==> config.mk <==
export PLATFORM = sky130hd
export DESIGN_NAME = voice_irq_ack
export DESIGN_NICKNAME = d
export VERILOG_FILES = /design/src/rtl/vack_pkg.sv /design/src/rtl/vack_first_set.sv /design/src/rtl/vack_pend_bank.sv /design/src/rtl/vack_select.sv /design/src/rtl/voice_irq_ack.sv
export SDC_FILE = /design/constraint.sdc
export NUM_CORES = 1
export LEC_CHECK = 0
export ABC_AREA = 1
export BUFFER_PORTS_ARGS = -buffer_cell sky130_fd_sc_hd__buf_4
export CAP_MARGIN = 5
export CELL_PAD_IN_SITES_DETAIL_PLACEMENT = 1
export CELL_PAD_IN_SITES_GLOBAL_PLACEMENT = 1
export CORE_MARGIN = 1
export CORE_UTILIZATION = 30
export DETAILED_ROUTE_END_ITERATION = 7
export PLACE_DENSITY = 0.67
export SETUP_SLACK_MARGIN = 0.3
export SYNTH_ARGS = -nofsm -noshare
export SYNTH_HDL_FRONTEND = slang
export SYNTH_SLANG_ARGS = --single-unit
==> constraint.sdc <==
create_clock -name clk -period 9.2 [get_ports clk]
set_clock_uncertainty 0.2 [all_clocks]
set_input_delay 2.76 -clock clk [delete_from_list [all_inputs] [get_ports clk]]
set_output_delay 2.76 -clock clk [all_outputs]
set_load 0.005 [all_outputs]
==> src/rtl/vack_pkg.sv <==
package vack_pkg;

    localparam int VOICES     = 31;
    localparam int VID_W      = 5;
    localparam int BYTE_W     = 8;
    localparam int STAT_WAVE  = 5;
    localparam int STAT_RAMP  = 6;

    localparam logic [BYTE_W-1:0] FN_ACK    = 8'h8F;
    localparam logic [BYTE_W-1:0] TAG_WAVE  = 8'h60;
    localparam logic [BYTE_W-1:0] TAG_RAMP  = 8'h80;
    localparam logic [BYTE_W-1:0] CODE_IDLE = 8'hE8;

    typedef enum logic [1:0] {
        SRC_NONE = 2'd0,
        SRC_WAVE = 2'd1,
        SRC_RAMP = 2'd2
    } src_e;

    typedef struct packed {
        src_e             src;
        logic [VID_W-1:0] voice;
    } pick_t;

    function automatic logic [BYTE_W-1:0] encode_pick(input pick_t p);
        logic [BYTE_W-1:0] v;
        v = {{(BYTE_W-VID_W){1'b0}}, p.voice};
        case (p.src)
            SRC_WAVE: return TAG_WAVE | v;
            SRC_RAMP: return TAG_RAMP | v;
            default:  return CODE_IDLE;
        endcase
    endfunction

endpackage

==> src/rtl/vack_first_set.sv <==
module vack_first_set #(
    parameter int W  = 31,
    parameter int IW = $clog2(W)
) (
    input  logic [W-1:0]  req,
    output logic          found,
    output logic [IW-1:0] idx,
    output logic [W-1:0]  onehot
);

    always_comb begin
        idx = '0;
        for (int i = W - 1; i >= 0; i--) begin
            if (req[i]) idx = IW'(i);
        end
    end

    assign found  = |req;
    assign onehot = req & (~req + {{(W-1){1'b0}}, 1'b1});

    always_comb begin
        if (found) begin
            assert_pick_is_request_R3: assert (req[idx] && onehot[idx]);
        end
        assert_single_grant_R5: assert ($onehot0(onehot));
    end

endmodule

==> src/rtl/vack_pend_bank.sv <==
module vack_pend_bank #(
    parameter int NV = 31
) (
    input  logic          clk,
    input  logic          rst,
    input  logic [NV-1:0] set_i,
    input  logic [NV-1:0] clr_i,
    input  logic          wipe_i,
    output logic [NV-1:0] pend_o
);

    logic [NV-1:0] pend_q;

    always_ff @(posedge clk) begin
        if (rst || wipe_i) pend_q <= '0;
        else               pend_q <= (pend_q & ~clr_i) | set_i;
    end

    assign pend_o = pend_q;

    assert_set_wins_R11: assert property (@(posedge clk) disable iff (rst)
        !wipe_i |=> ((pend_q & $past(set_i)) == $past(set_i)));

    assert_clear_takes_R5: assert property (@(posedge clk) disable iff (rst)
        !wipe_i |=> ((pend_q & $past(clr_i & ~set_i)) == '0));

    assert_wipe_empties_R9: assert property (@(posedge clk) disable iff (rst)
        wipe_i |=> (pend_q == '0));

endmodule

==> src/rtl/vack_select.sv <==
module vack_select
    import vack_pkg::*;
#(
    parameter int NV = 31
) (
    input  logic [NV-1:0] wave_pend,
    input  logic [NV-1:0] ramp_pend,
    output pick_t         pick,
    output logic [NV-1:0] wave_mask,
    output logic [NV-1:0] ramp_mask
);

    localparam int NK = 2;
    localparam int IW = $clog2(NV);

    logic [NV-1:0] req_k [NK];
    logic [NV-1:0] hot_k [NK];
    logic [IW-1:0] idx_k [NK];
    logic          fnd_k [NK];

    assign req_k[0] = wave_pend;
    assign req_k[1] = ramp_pend;

    for (genvar k = 0; k < NK; k++) begin : g_kind
        vack_first_set #(.W(NV), .IW(IW)) u_first (
            .req    (req_k[k]),
            .found  (fnd_k[k]),
            .idx    (idx_k[k]),
            .onehot (hot_k[k])
        );
    end

    always_comb begin
        pick      = '{src: SRC_NONE, voice: '0};
        wave_mask = '0;
        ramp_mask = '0;
        if (fnd_k[0]) begin
            pick.src   = SRC_WAVE;
            pick.voice = VID_W'(idx_k[0]);
            wave_mask  = hot_k[0];
        end else if (fnd_k[1]) begin
            pick.src   = SRC_RAMP;
            pick.voice = VID_W'(idx_k[1]);
            ramp_mask  = hot_k[1];
        end
    end

    always_comb begin
        if (|wave_pend) begin
            assert_wave_first_R2: assert (pick.src == SRC_WAVE && ramp_mask == '0);
        end
        if (wave_pend == '0 && ramp_pend == '0) begin
            assert_idle_pick_R4: assert (pick.src == SRC_NONE);
        end
    end

endmodule

==> src/rtl/voice_irq_ack.sv <==
module voice_irq_ack
    import vack_pkg::*;
#(
    parameter int NV = VOICES,
    localparam int VW = $clog2(NV)
) (
    input  logic          clk,
    input  logic          rst,
    input  logic          fsel_wr,
    input  logic          rstreg_wr,
    input  logic [7:0]    host_wdata,
    input  logic [NV-1:0] wave_set,
    input  logic [NV-1:0] ramp_set,
    input  logic [7:0]    other_irq,
    output logic [7:0]    fsel,
    output logic [7:0]    rd_data,
    output logic          vctl_clr,
    output logic          vctl_clr_ramp,
    output logic [VW-1:0] vctl_clr_voice,
    output logic [7:0]    irq_summary,
    output logic          irq_line
);

    logic [NV-1:0] wave_pend, ramp_pend;
    logic [NV-1:0] wave_mask, ramp_mask;
    logic [NV-1:0] wave_clr, ramp_clr;
    pick_t         pick;
    logic          ack_fire, wipe;
    logic [7:0]    fsel_q, result_q;
    logic          stat_wave_q, stat_ramp_q;
    logic          unused_other;

    assign ack_fire = fsel_wr && (host_wdata == FN_ACK);
    assign wipe     = rstreg_wr && !host_wdata[0];
    assign wave_clr = ack_fire ? wave_mask : '0;
    assign ramp_clr = ack_fire ? ramp_mask : '0;

    vack_select #(.NV(NV)) u_select (
        .wave_pend (wave_pend),
        .ramp_pend (ramp_pend),
        .pick      (pick),
        .wave_mask (wave_mask),
        .ramp_mask (ramp_mask)
    );

    vack_pend_bank #(.NV(NV)) u_wave_bank (
        .clk    (clk),
        .rst    (rst),
        .set_i  (wave_set),
        .clr_i  (wave_clr),
        .wipe_i (wipe),
        .pend_o (wave_pend)
    );

    vack_pend_bank #(.NV(NV)) u_ramp_bank (
        .clk    (clk),
        .rst    (rst),
        .set_i  (ramp_set),
        .clr_i  (ramp_clr),
        .wipe_i (wipe),
        .pend_o (ramp_pend)
    );

    always_ff @(posedge clk) begin
        if (rst) begin
            fsel_q   <= '0;
            result_q <= CODE_IDLE;
        end else begin
            if (fsel_wr)  fsel_q   <= host_wdata;
            if (ack_fire) result_q <= encode_pick(pick);
        end
    end

    always_ff @(posedge clk) begin
        if (rst || wipe) begin
            stat_wave_q <= 1'b0;
            stat_ramp_q <= 1'b0;
        end else begin
            if (|wave_set)
                stat_wave_q <= 1'b1;
            else if (ack_fire && pick.src == SRC_WAVE && (wave_pend & ~wave_mask) == '0)
                stat_wave_q <= 1'b0;
            if (|ramp_set)
                stat_ramp_q <= 1'b1;
            else if (ack_fire && pick.src == SRC_RAMP && (ramp_pend & ~ramp_mask) == '0)
                stat_ramp_q <= 1'b0;
        end
    end

    assign fsel           = fsel_q;
    assign rd_data        = (fsel_q == FN_ACK) ? result_q : 8'h00;
    assign vctl_clr       = ack_fire && (pick.src != SRC_NONE);
    assign vctl_clr_ramp  = vctl_clr && (pick.src == SRC_RAMP);
    assign vctl_clr_voice = vctl_clr ? VW'(pick.voice) : '0;
    assign unused_other   = ^other_irq[STAT_RAMP:STAT_WAVE];

    always_comb begin
        irq_summary            = other_irq;
        irq_summary[STAT_WAVE] = stat_wave_q;
        irq_summary[STAT_RAMP] = stat_ramp_q;
    end
    assign irq_line = |irq_summary;

    assert_trigger_only_R1: assert property (@(posedge clk) disable iff (rst)
        (!ack_fire && !wipe) |=> (($past(wave_pend) & ~wave_pend) == '0
                                  && ($past(ramp_pend) & ~ramp_pend) == '0));

    assert_result_code_R4: assert property (@(posedge clk) disable iff (rst)
        ack_fire |=> (rd_data == CODE_IDLE || rd_data[7:5] == 3'b011 || rd_data[7:5] == 3'b100));

    assert_no_clear_when_idle_R6: assert property (@(posedge clk) disable iff (rst)
        (ack_fire && wave_pend == '0 && ramp_pend == '0) |-> !vctl_clr);

    assert_wave_status_R7: assert property (@(posedge clk) disable iff (rst)
        (|wave_pend) == irq_summary[STAT_WAVE]);

    assert_ramp_status_R7: assert property (@(posedge clk) disable iff (rst)
        (|ramp_pend) == irq_summary[STAT_RAMP]);

    assert_read_stable_R10: assert property (@(posedge clk) disable iff (rst)
        (!fsel_wr) |=> $stable(rd_data));

endmodule

---- Word-level counts from Yosys, hierarchy flattened ----
Cells that the tools add are included.
storage, ports and cells
  output and inout bits ................... 32
  flip-flop bits (word level) ............. 80
  input port bits ......................... 82
  logic and storage cells ................. 122
operators by class
  add/subtract/negate cells ............... 2
  multiplexer cells ....................... 76
  bitwise operators ....................... 14
  eq/ne operators ......................... 4
  reductions and logical operators ........ 20
operators with widths
  kind                   count
  $mux 5                 63
  $and 31x31->31         6
  $not 31->31            6
  $mux 31                5
  $reduce_or 31->1       4
  $add 31x1->31 const B  2
  $logic_not 31->1       2
  $or 31x31->31          2
  $eq 8x8->1 const B     2
  $pmux 8 s2             1
  $mux 7                 2
  $logic_and 1x1->1      8
  $mux 8                 1
  $reduce_or 8->1        1
  $reduce_bool 2->1      3
  $mux 1                 4
  $eq 2x1->1 const B     1
  $eq 2x2->1 const B     1
  $logic_not 1->1        1
  $logic_or 1x1->1       1

---- Longest topological paths before layout ----
Gate-level depths: netlist (run 1).
  depth in word-level cells ............... 38
  gate-level depth with buffers ........... 33

---- By module ----
A second synthesis (run 1) with hierarchy kept.
second synthesis, totals
  cells, all modules ...................... 1224
  area total of the unflattened synthesis .. 6703.9 um^2
modules (own cells, without submodules)
  module          cells an instance  instances  area an instance (um^2)
  vack_pend_bank  161                2          1285.0
  voice_irq_ack   423                1          2054.5
  vack_first_set  162                2          721.9
  vack_select     155                1          635.6

---- Worst setup path after synthesis (run 1) ----
No wires, ideal clock.
  path type ............................... input to output
  start ................................... input host_wdata[4]
  end ..................................... output vctl_clr_voice[0]
  path buffers ............................ 1
  arrival ................................. 4.133 ns
  slack ................................... 2.107 ns
  stages .................................. 8
  required time ........................... 6.240 ns
  path through ............................ nor3_1 -> inv_1 -> nor4_2 -> inv_1 -> clkbuf_1 -> nor2_1 -> nor2_1 -> a21oi_1
between the ends
  cells in the longest elaborated chain, start to end .. 4
RTL lines
  element             line                 text
  start: declaration  voice_irq_ack.sv:11  input logic [7:0] host_wdata,
  $eq 8x8->1          voice_irq_ack.sv:33  assign ack_fire = fsel_wr && (host_wdata == FN_ACK);
  $logic_and 1x1->1   voice_irq_ack.sv:33
  $logic_and 1x1->1   voice_irq_ack.sv:92  assign vctl_clr = ack_fire && (pick.src != SRC_NONE);
  $mux 5              voice_irq_ack.sv:94  assign vctl_clr_voice = vctl_clr ? VW'(pick.voice) : '0;
  end: declaration    voice_irq_ack.sv:19  output logic [VW-1:0] vctl_clr_voice,
No other way between the ends.

---- Worst setup path in the final report (run 1) ----
  start ................................... input fsel_wr
  end ..................................... output vctl_clr
between the ends
  cells in the longest elaborated chain, start to end .. 2
RTL lines
  element             line                 text
  start: declaration  voice_irq_ack.sv:9   input logic fsel_wr,
  $logic_and 1x1->1   voice_irq_ack.sv:33
  $logic_and 1x1->1   voice_irq_ack.sv:92
  end: declaration    voice_irq_ack.sv:17  output logic vctl_clr,
No other way between the ends.

==> reports/results.txt, run 1 <==
origin of the worst min-delay path - result_q[0]$_SDFFE_PP0P_
Worst Hold Path EP - result_q[0]$_SDFFE_PP0P_
hold path cells - 2
prevailing post-synth register cell - dfxtp_1
# rows - 45
Inst Count DP - 1,048
clock slew seen by the registers of the worst setup and hold paths - 0.06 ns
effective utilization at floorplan - 31.0%
first-pass GRT wire length - 27,200 µm
final cell utilization of the core - 39.6%
crit-path max FO - 22
portion of synthesized cell area occupied by the leading cell type - 33.3%
source-to-sink clock delay at the later pin of the worst-skew pair - 0.35 ns
maximum ir drop on the vdd rail - 0.106 mV
combined global-route utilization of all metal layers - 21.2%
post-synth design cell area - 4750 µm²
count of hold buffers inserted by post-cts repair - 0
average cell area after synthesis - 6.35 µm²
element type at the critical path start - input pin
detailed router's first-iteration violation count - 161
PD cells - 161 nW/µm²
Resized Gates After CTS - 0
status - finished clean
number of cells produced by synthesis - 748
Top Ports - 114
Vert. Die Dim - 128 µm
list of cells traversed by the critical path - buf_4, inv_1, nor4_2, buf_4, inv_1, nor2_1, nor2_1, inv_1, buf_4
TritonCTS clock tree - built
Post-Layout Cell Count - 1,063
HPWL after DPL - 13,200 µm
most numerous cell types in the synthesized netlist - a21oi_1, inv_1, nand2_1
vias in the first global route - 5,638
mean routed wirelength per cell - 15.7 µm
final estimated routing congestion in global placement - 0.868
shortest clock period the worst path allows after layout - 7.82 ns
worst path arrival time - 4.86 ns
setup fix buffers added after clock tree synthesis - 0
Sink Count - 79
Setup violations, final - 0
number of endpoints with negative hold slack in the final report - 0
library cell with the highest instance count after synthesis - a21oi_1
type of the setup path with the least slack - input pin to primary output
number of cells traversed by the worst register-to-register path - 16
Total Die Area - 16,300 µm²
critical path capture point type - primary output
total power consumption of the routed design - 973 µW
vias per cell - 4.96
CP Data Required Time - 6.24 ns
top cells by area in the synthesized netlist - dfxtp_1, a21oi_1, inv_1
number of flops mapped to enable cells by yosys - 0
number of nets in the synthesized netlist - 830
Clock Tree Buf Depth - 2
Seq cells post-synth - 79
endpoint of the lowest-slack register-to-register path - stat_ramp_q$_SDFFE_PP0P_
library cell contributing the largest single delay on the critical path - inv_1
type of the tightest min-delay check - flop to flop
Clock H-tree levels - 3
total CTS buffers - 9
max-slew violations - 0
RSZ-0062 raised after global routing - no
synth warn - 0
width of the die - 128 µm
core outline area - 15,300 µm²
drt first pass iters - 4
post-synthesis to final-layout area growth - 27.6%
clock root buffer - clkbuf_16
remaining global-route overflow - 0
remaining design rule violation count - 0
fraction of final layout cells with drive strength greater than 1 - 19.4%
maximum capacitance violations - 0
total wire length - 16,700 µm
Synth cell types - 38
leakage power - 2.83 nW
final cycle utilization of the critical path - 84.9%
achievable frequency - 128 MHz
peak per-stage delay on the critical path - 0.54 ns
total via count after detailed routing - 5,277
worst slack on hold paths - 0.271 ns
maximum number of pins on one net before global-route repair - 56
worst slew margin relative to its limit - 48.4%
remaining antenna violation count - 0
fin nets - 930
input/output buffers - 111
share of synthesized area occupied by flip-flops and latches - 33.3%
post-synth top area cell - dfxtp_1
actual transition at the worst max-transition pin - 0.755 ns
flop2flop setup slack - 5.99 ns
Async SR Flop Fraction - 0%
ANT cells - 0
r2r startpoint - u_wave_bank.pend_o[18]$_SDFF_PP0_
initial antenna violation count - 0
sum of negative setup slack - 0 ns
-- power by group --
part	switching (mW)	internal [mW]	total (mW)	leakage (nW)
clock	0.146	0.238	0.384	0.154
sequential	0.0304	0.367	0.398	0.657
combinational	0.114	0.0775	0.192	2.01
total	0.290	0.683	0.973	2.83
-- cells in the final DEF, fill, tap and decap left out, types with 3 or more instances in the layout --
cell type,synthesis,final
nand2_1,124,124
nor2_2,8,8
a21oi_1,136,136
dfxtp_1,79,79
nor2_4,4,4
o31ai_1,5,5
clkbuf_16,0,9
inv_2,7,7
inv_1,125,125
nor4_1,21,21
nand3_1,14,14
buf_4,9,114
nor3_2,3,3
o211ai_1,3,3
o21ai_0,45,45
nor2_1,89,89
nand4_1,22,22
nor3_1,14,14
clkbuf_8,0,4
nand3_2,3,3
-- final cells by class --
type	count	area [µm²]
well taps	211	264
multi-input cells	512	2550
clock inverters	2	37.5
inverters	132	495
clock buffers	13	280
repair buffers	114	856
fillers	2038	9250
flip-flops and latches	79	1580
-- worst max path at each step --
stage / start / to / slack, ns / cells past startpoint
after floorplan: host_wdata[4] / vctl_clr_voice[0] / 2.11 / 8
after global placement: fsel_wr / vctl_clr / 1.46 / 9
after detailed placement: fsel_wr / vctl_clr / 1.39 / 9
after CTS: fsel_wr / vctl_clr / 1.36 / 9
after global routing: fsel_wr / vctl_clr_voice[0] / 1.14 / 9
final: fsel_wr / vctl_clr / 1.38 / 9
-- critical path, delay by kind of cell --
kind	cells	cell delay, ns
buffers and inverters	6	1.38
and+or+nand+nor	3	0.70
-- registers in the layout, summed over array words and instances (netlist names) --
signal,cells
fsel,8
result_q,7
stat_ramp_q,1
stat_wave_q,1
u_ramp_bank.pend_o,31
u_wave_bank.pend_o,31
-- per-layer routing --
layer  GRT usage, %  vias to the layer above  routed length [µm]
met5              0                        -                   0
met4           5.81                        0                 312
met3           4.34                       25                 502
met2           39.1                       86                8470
met1           24.7                     2508                7410
li1               -                     2658                   -
-- logic make-up after synthesis --
| family | share of synthesized area, % |
|---|---|
| simple gates | 31.2 |
| buf+inv | 13.1 |
| flops | 33.3 |
| compound gates | 22.4 |
-- stage by stage --
| step | instance area (µm²) | worst slack (ns) |
|---|---|---|
| after floorplan | 4750 | 2.11 |
| after global placement | 5740 | 1.46 |
| after detailed placement | 5740 | 1.39 |
| after CTS | 6060 | 1.36 |
| after global routing | 6060 | 1.14 |
| final | 6060 | 1.38 |
Power figures use the tool's default switching activity.
==> run 2, diff against run 1 <==
- ABC_AREA: 1 -> 0
- PLACE_DENSITY: 0.67 -> 0.65
- clock period: 9.2 -> 7.73 ns (I/O delays scaled with it)
==> reports/results.txt, run 2 <==
status - finished clean
synth warn - 0
clock slew seen by the registers of the worst setup and hold paths - 0.06 ns
# rows - 45
clock root buffer - clkbuf_16
RSZ-0062 raised after global routing - no
post-synth design cell area - 4720 µm²
mean routed wirelength per cell - 17.3 µm
internal power component - 838 µW
top cells by area in the synthesized netlist - dfxtp_1, a21oi_1, nor2_1
type of the setup path with the least slack - input pin to primary output
Clock Tree Buf Depth - 2
Total Die Area - 16,200 µm²
most used cells in the layout excluding fill and tap cells - buf_4, nor2_1, a21oi_1
maximum ir drop on the vdd rail - 0.0960 mV
shortest clock period the worst path allows after layout - 6.47 ns
achievable frequency - 155 MHz
library cell with the highest instance count after synthesis - nor2_1
sum of negative setup slack - 0 ns
input/output buffers - 111
CP Data Required Time - 5.21 ns
remaining global-route overflow - 0
drt first pass iters - 5
Vert. Die Dim - 127 µm
most common cell after layout, fill and taps aside - buf_4
number of flops mapped to enable cells by yosys - 0
fraction of final layout cells with drive strength greater than 1 - 19.8%
effective utilization at floorplan - 30.9%
leakage power - 2.30 nW
prevailing post-synth register cell - dfxtp_1
HPWL after DPL - 12,700 µm
vias per cell - 5.48
post-synthesis to final-layout area growth - 26.6%
share of synthesized area occupied by flip-flops and latches - 33.5%
source-to-sink clock delay at the later pin of the worst-skew pair - 0.35 ns
final cycle utilization of the critical path - 83.7%
Seq cells post-synth - 79
Top Ports - 114
peak per-stage delay on the critical path - 0.36 ns
element type at the critical path start - input pin
number of endpoints with negative hold slack in the final report - 0
total CTS buffers - 9
combined global-route utilization of all metal layers - 21.3%
Async SR Flop Fraction - 0%
Synth cell types - 56
remaining design rule violation count - 0
Resized Gates After CTS - 0
fillers - 1,914
worst path arrival time - 3.95 ns
crit-path max FO - 5
core outline area - 15,300 µm²
clock share of power - 42.3%
net switching share of the total power - 28.3%
Setup violations, final - 0
max-slew violations - 0
final cell utilization of the core - 39.1%
first-pass GRT wire length - 27,100 µm
part of the total power dissipated in sequential elements - 41.0%
worst slew margin relative to its limit - 40.7%
switching pwr - 331 µW
average cell area after synthesis - 7.19 µm²
fin nets - 820
most numerous cell types in the synthesized netlist - nor2_1, a21oi_1, dfxtp_1
final estimated routing congestion in global placement - 0.892
maximum capacitance violations - 0
library cell contributing the largest single delay on the critical path - nor4_1
Clock H-tree levels - 3
Sink Count - 79
remaining antenna violation count - 0
number of cells produced by synthesis - 656
total wire length - 16,500 µm
total via count after detailed routing - 5,232
maximum number of pins on one net before global-route repair - 65
setup fix buffers added after clock tree synthesis - 0
critical path capture point type - primary output
width of the die - 127 µm
post-synth top area cell - dfxtp_1
initial antenna violation count - 0
PD cells - 196 nW/µm²
type of the tightest min-delay check - flop to flop
actual transition at the worst max-transition pin - 0.883 ns
vias in the first global route - 5,200
cell occurring most often along the worst timing path - buf_4
TritonCTS clock tree - built
combinational share of power - 16.7%
number of nets in the synthesized netlist - 738
detailed router's first-iteration violation count - 204
list of cells traversed by the critical path - buf_4, nand2b_1, nor4_1, and4_1, o21ai_0, inv_1, o21a_1, buf_4
ANT cells - 0
portion of synthesized cell area occupied by the leading cell type - 33.5%
count of hold buffers inserted by post-cts repair - 0
## run 2: changes by cell type in the layout (fill, tap and decap cells not counted), sizes merged, moves of 8 or more
| cell | change |
|---|---|
| and2 | +10 |
| inv | -93 |
| nor3 | +8 |
| or3 | +16 |
| nor4 | +11 |
| nand2 | -103 |
| mux2i | +8 |
| or4 | +14 |
| a21oi | -41 |
| nand4 | -8 |
| or2 | +8 |
| nand2b | +10 |
## run 2: metal layers
metal | global-route usage, % | share of wire (%) | vias to the layer above
met5 | 0 | 0 | -
met4 | 7.63 | 2.0 | 0
met3 | 3.02 | 2.8 | 25
met2 | 38.0 | 51 | 92
met1 | 25.9 | 44 | 2565
li1 | - | - | 2550
## run 2: logic make-up after synthesis
| logic type | count (synthesis) | synth area share, % |
|---|---|---|
| AND/OR/NAND/NOR | 283 | 31.5 |
| multiplexers | 8 | 1.70 |
| adder cells (fa/ha/maj) | 2 | 0.424 |
| buffers and inverters | 83 | 7.61 |
| flip-flops | 79 | 33.5 |
| AO/OA/AOI/OAI | 201 | 25.2 |
## run 2: per-stage QoR
step	setup WS (ns)	power (mW)	cells	hold slack [ns]	cell area, µm²
after floorplan	1.21	0.595	656	0.227	4720
after global placement	1.32	0.677	938	0.239	5630
after detailed placement	1.24	0.682	938	0.247	5630
after CTS	1.24	1.18	954	0.262	5970
after global routing	1.15	1.23	954	0.284	5970
final	1.26	1.17	954	0.257	5970
## run 2: critical path, delay by kind of cell
family / cells / cell delay [ns]
compound gates: 2 / 0.43
buf+inv: 3 / 0.40
simple gates: 3 / 0.81
## run 2: layout make-up
cell class                 instances  area (µm²)  share of cell area (%)
clock buffer                      10         229                    3.83
clock inverter                     6         109                    1.82
inverter                          39         146                    2.45
multi-input combinational        494        2780                    46.5
sequential                        79        1580                    26.5
tap                              211         264                    4.42
timing repair buffer             115         863                    14.5
## run 2: path summary, 6_finish.rpt
path | from | to | slack (ns) | cells after the start
max | host_wdata[4] | vctl_clr_voice[0] | 1.26 | 8
min | result_q[7]$_SDFFE_PP1P_ | result_q[7]$_SDFFE_PP1P_ | 0.26 | 1
max reg2reg | u_wave_bank.pend_o[16]$_SDFF_PP0_ | u_ramp_bank.pend_o[27]$_SDFF_PP0_ | 4.04 | 8
min reg2reg | result_q[7]$_SDFFE_PP1P_ | result_q[7]$_SDFFE_PP1P_ | 0.26 | 1
## run 2: power groups by stage
stage | registers (mW) | logic, mW | clock network (mW)
after floorplan | 0.463 | 0.132 | 0
after global placement | 0.487 | 0.190 | 0
after detailed placement | 0.488 | 0.195 | 0
after CTS | 0.479 | 0.197 | 0.507
after global routing | 0.486 | 0.218 | 0.524
final | 0.480 | 0.195 | 0.495
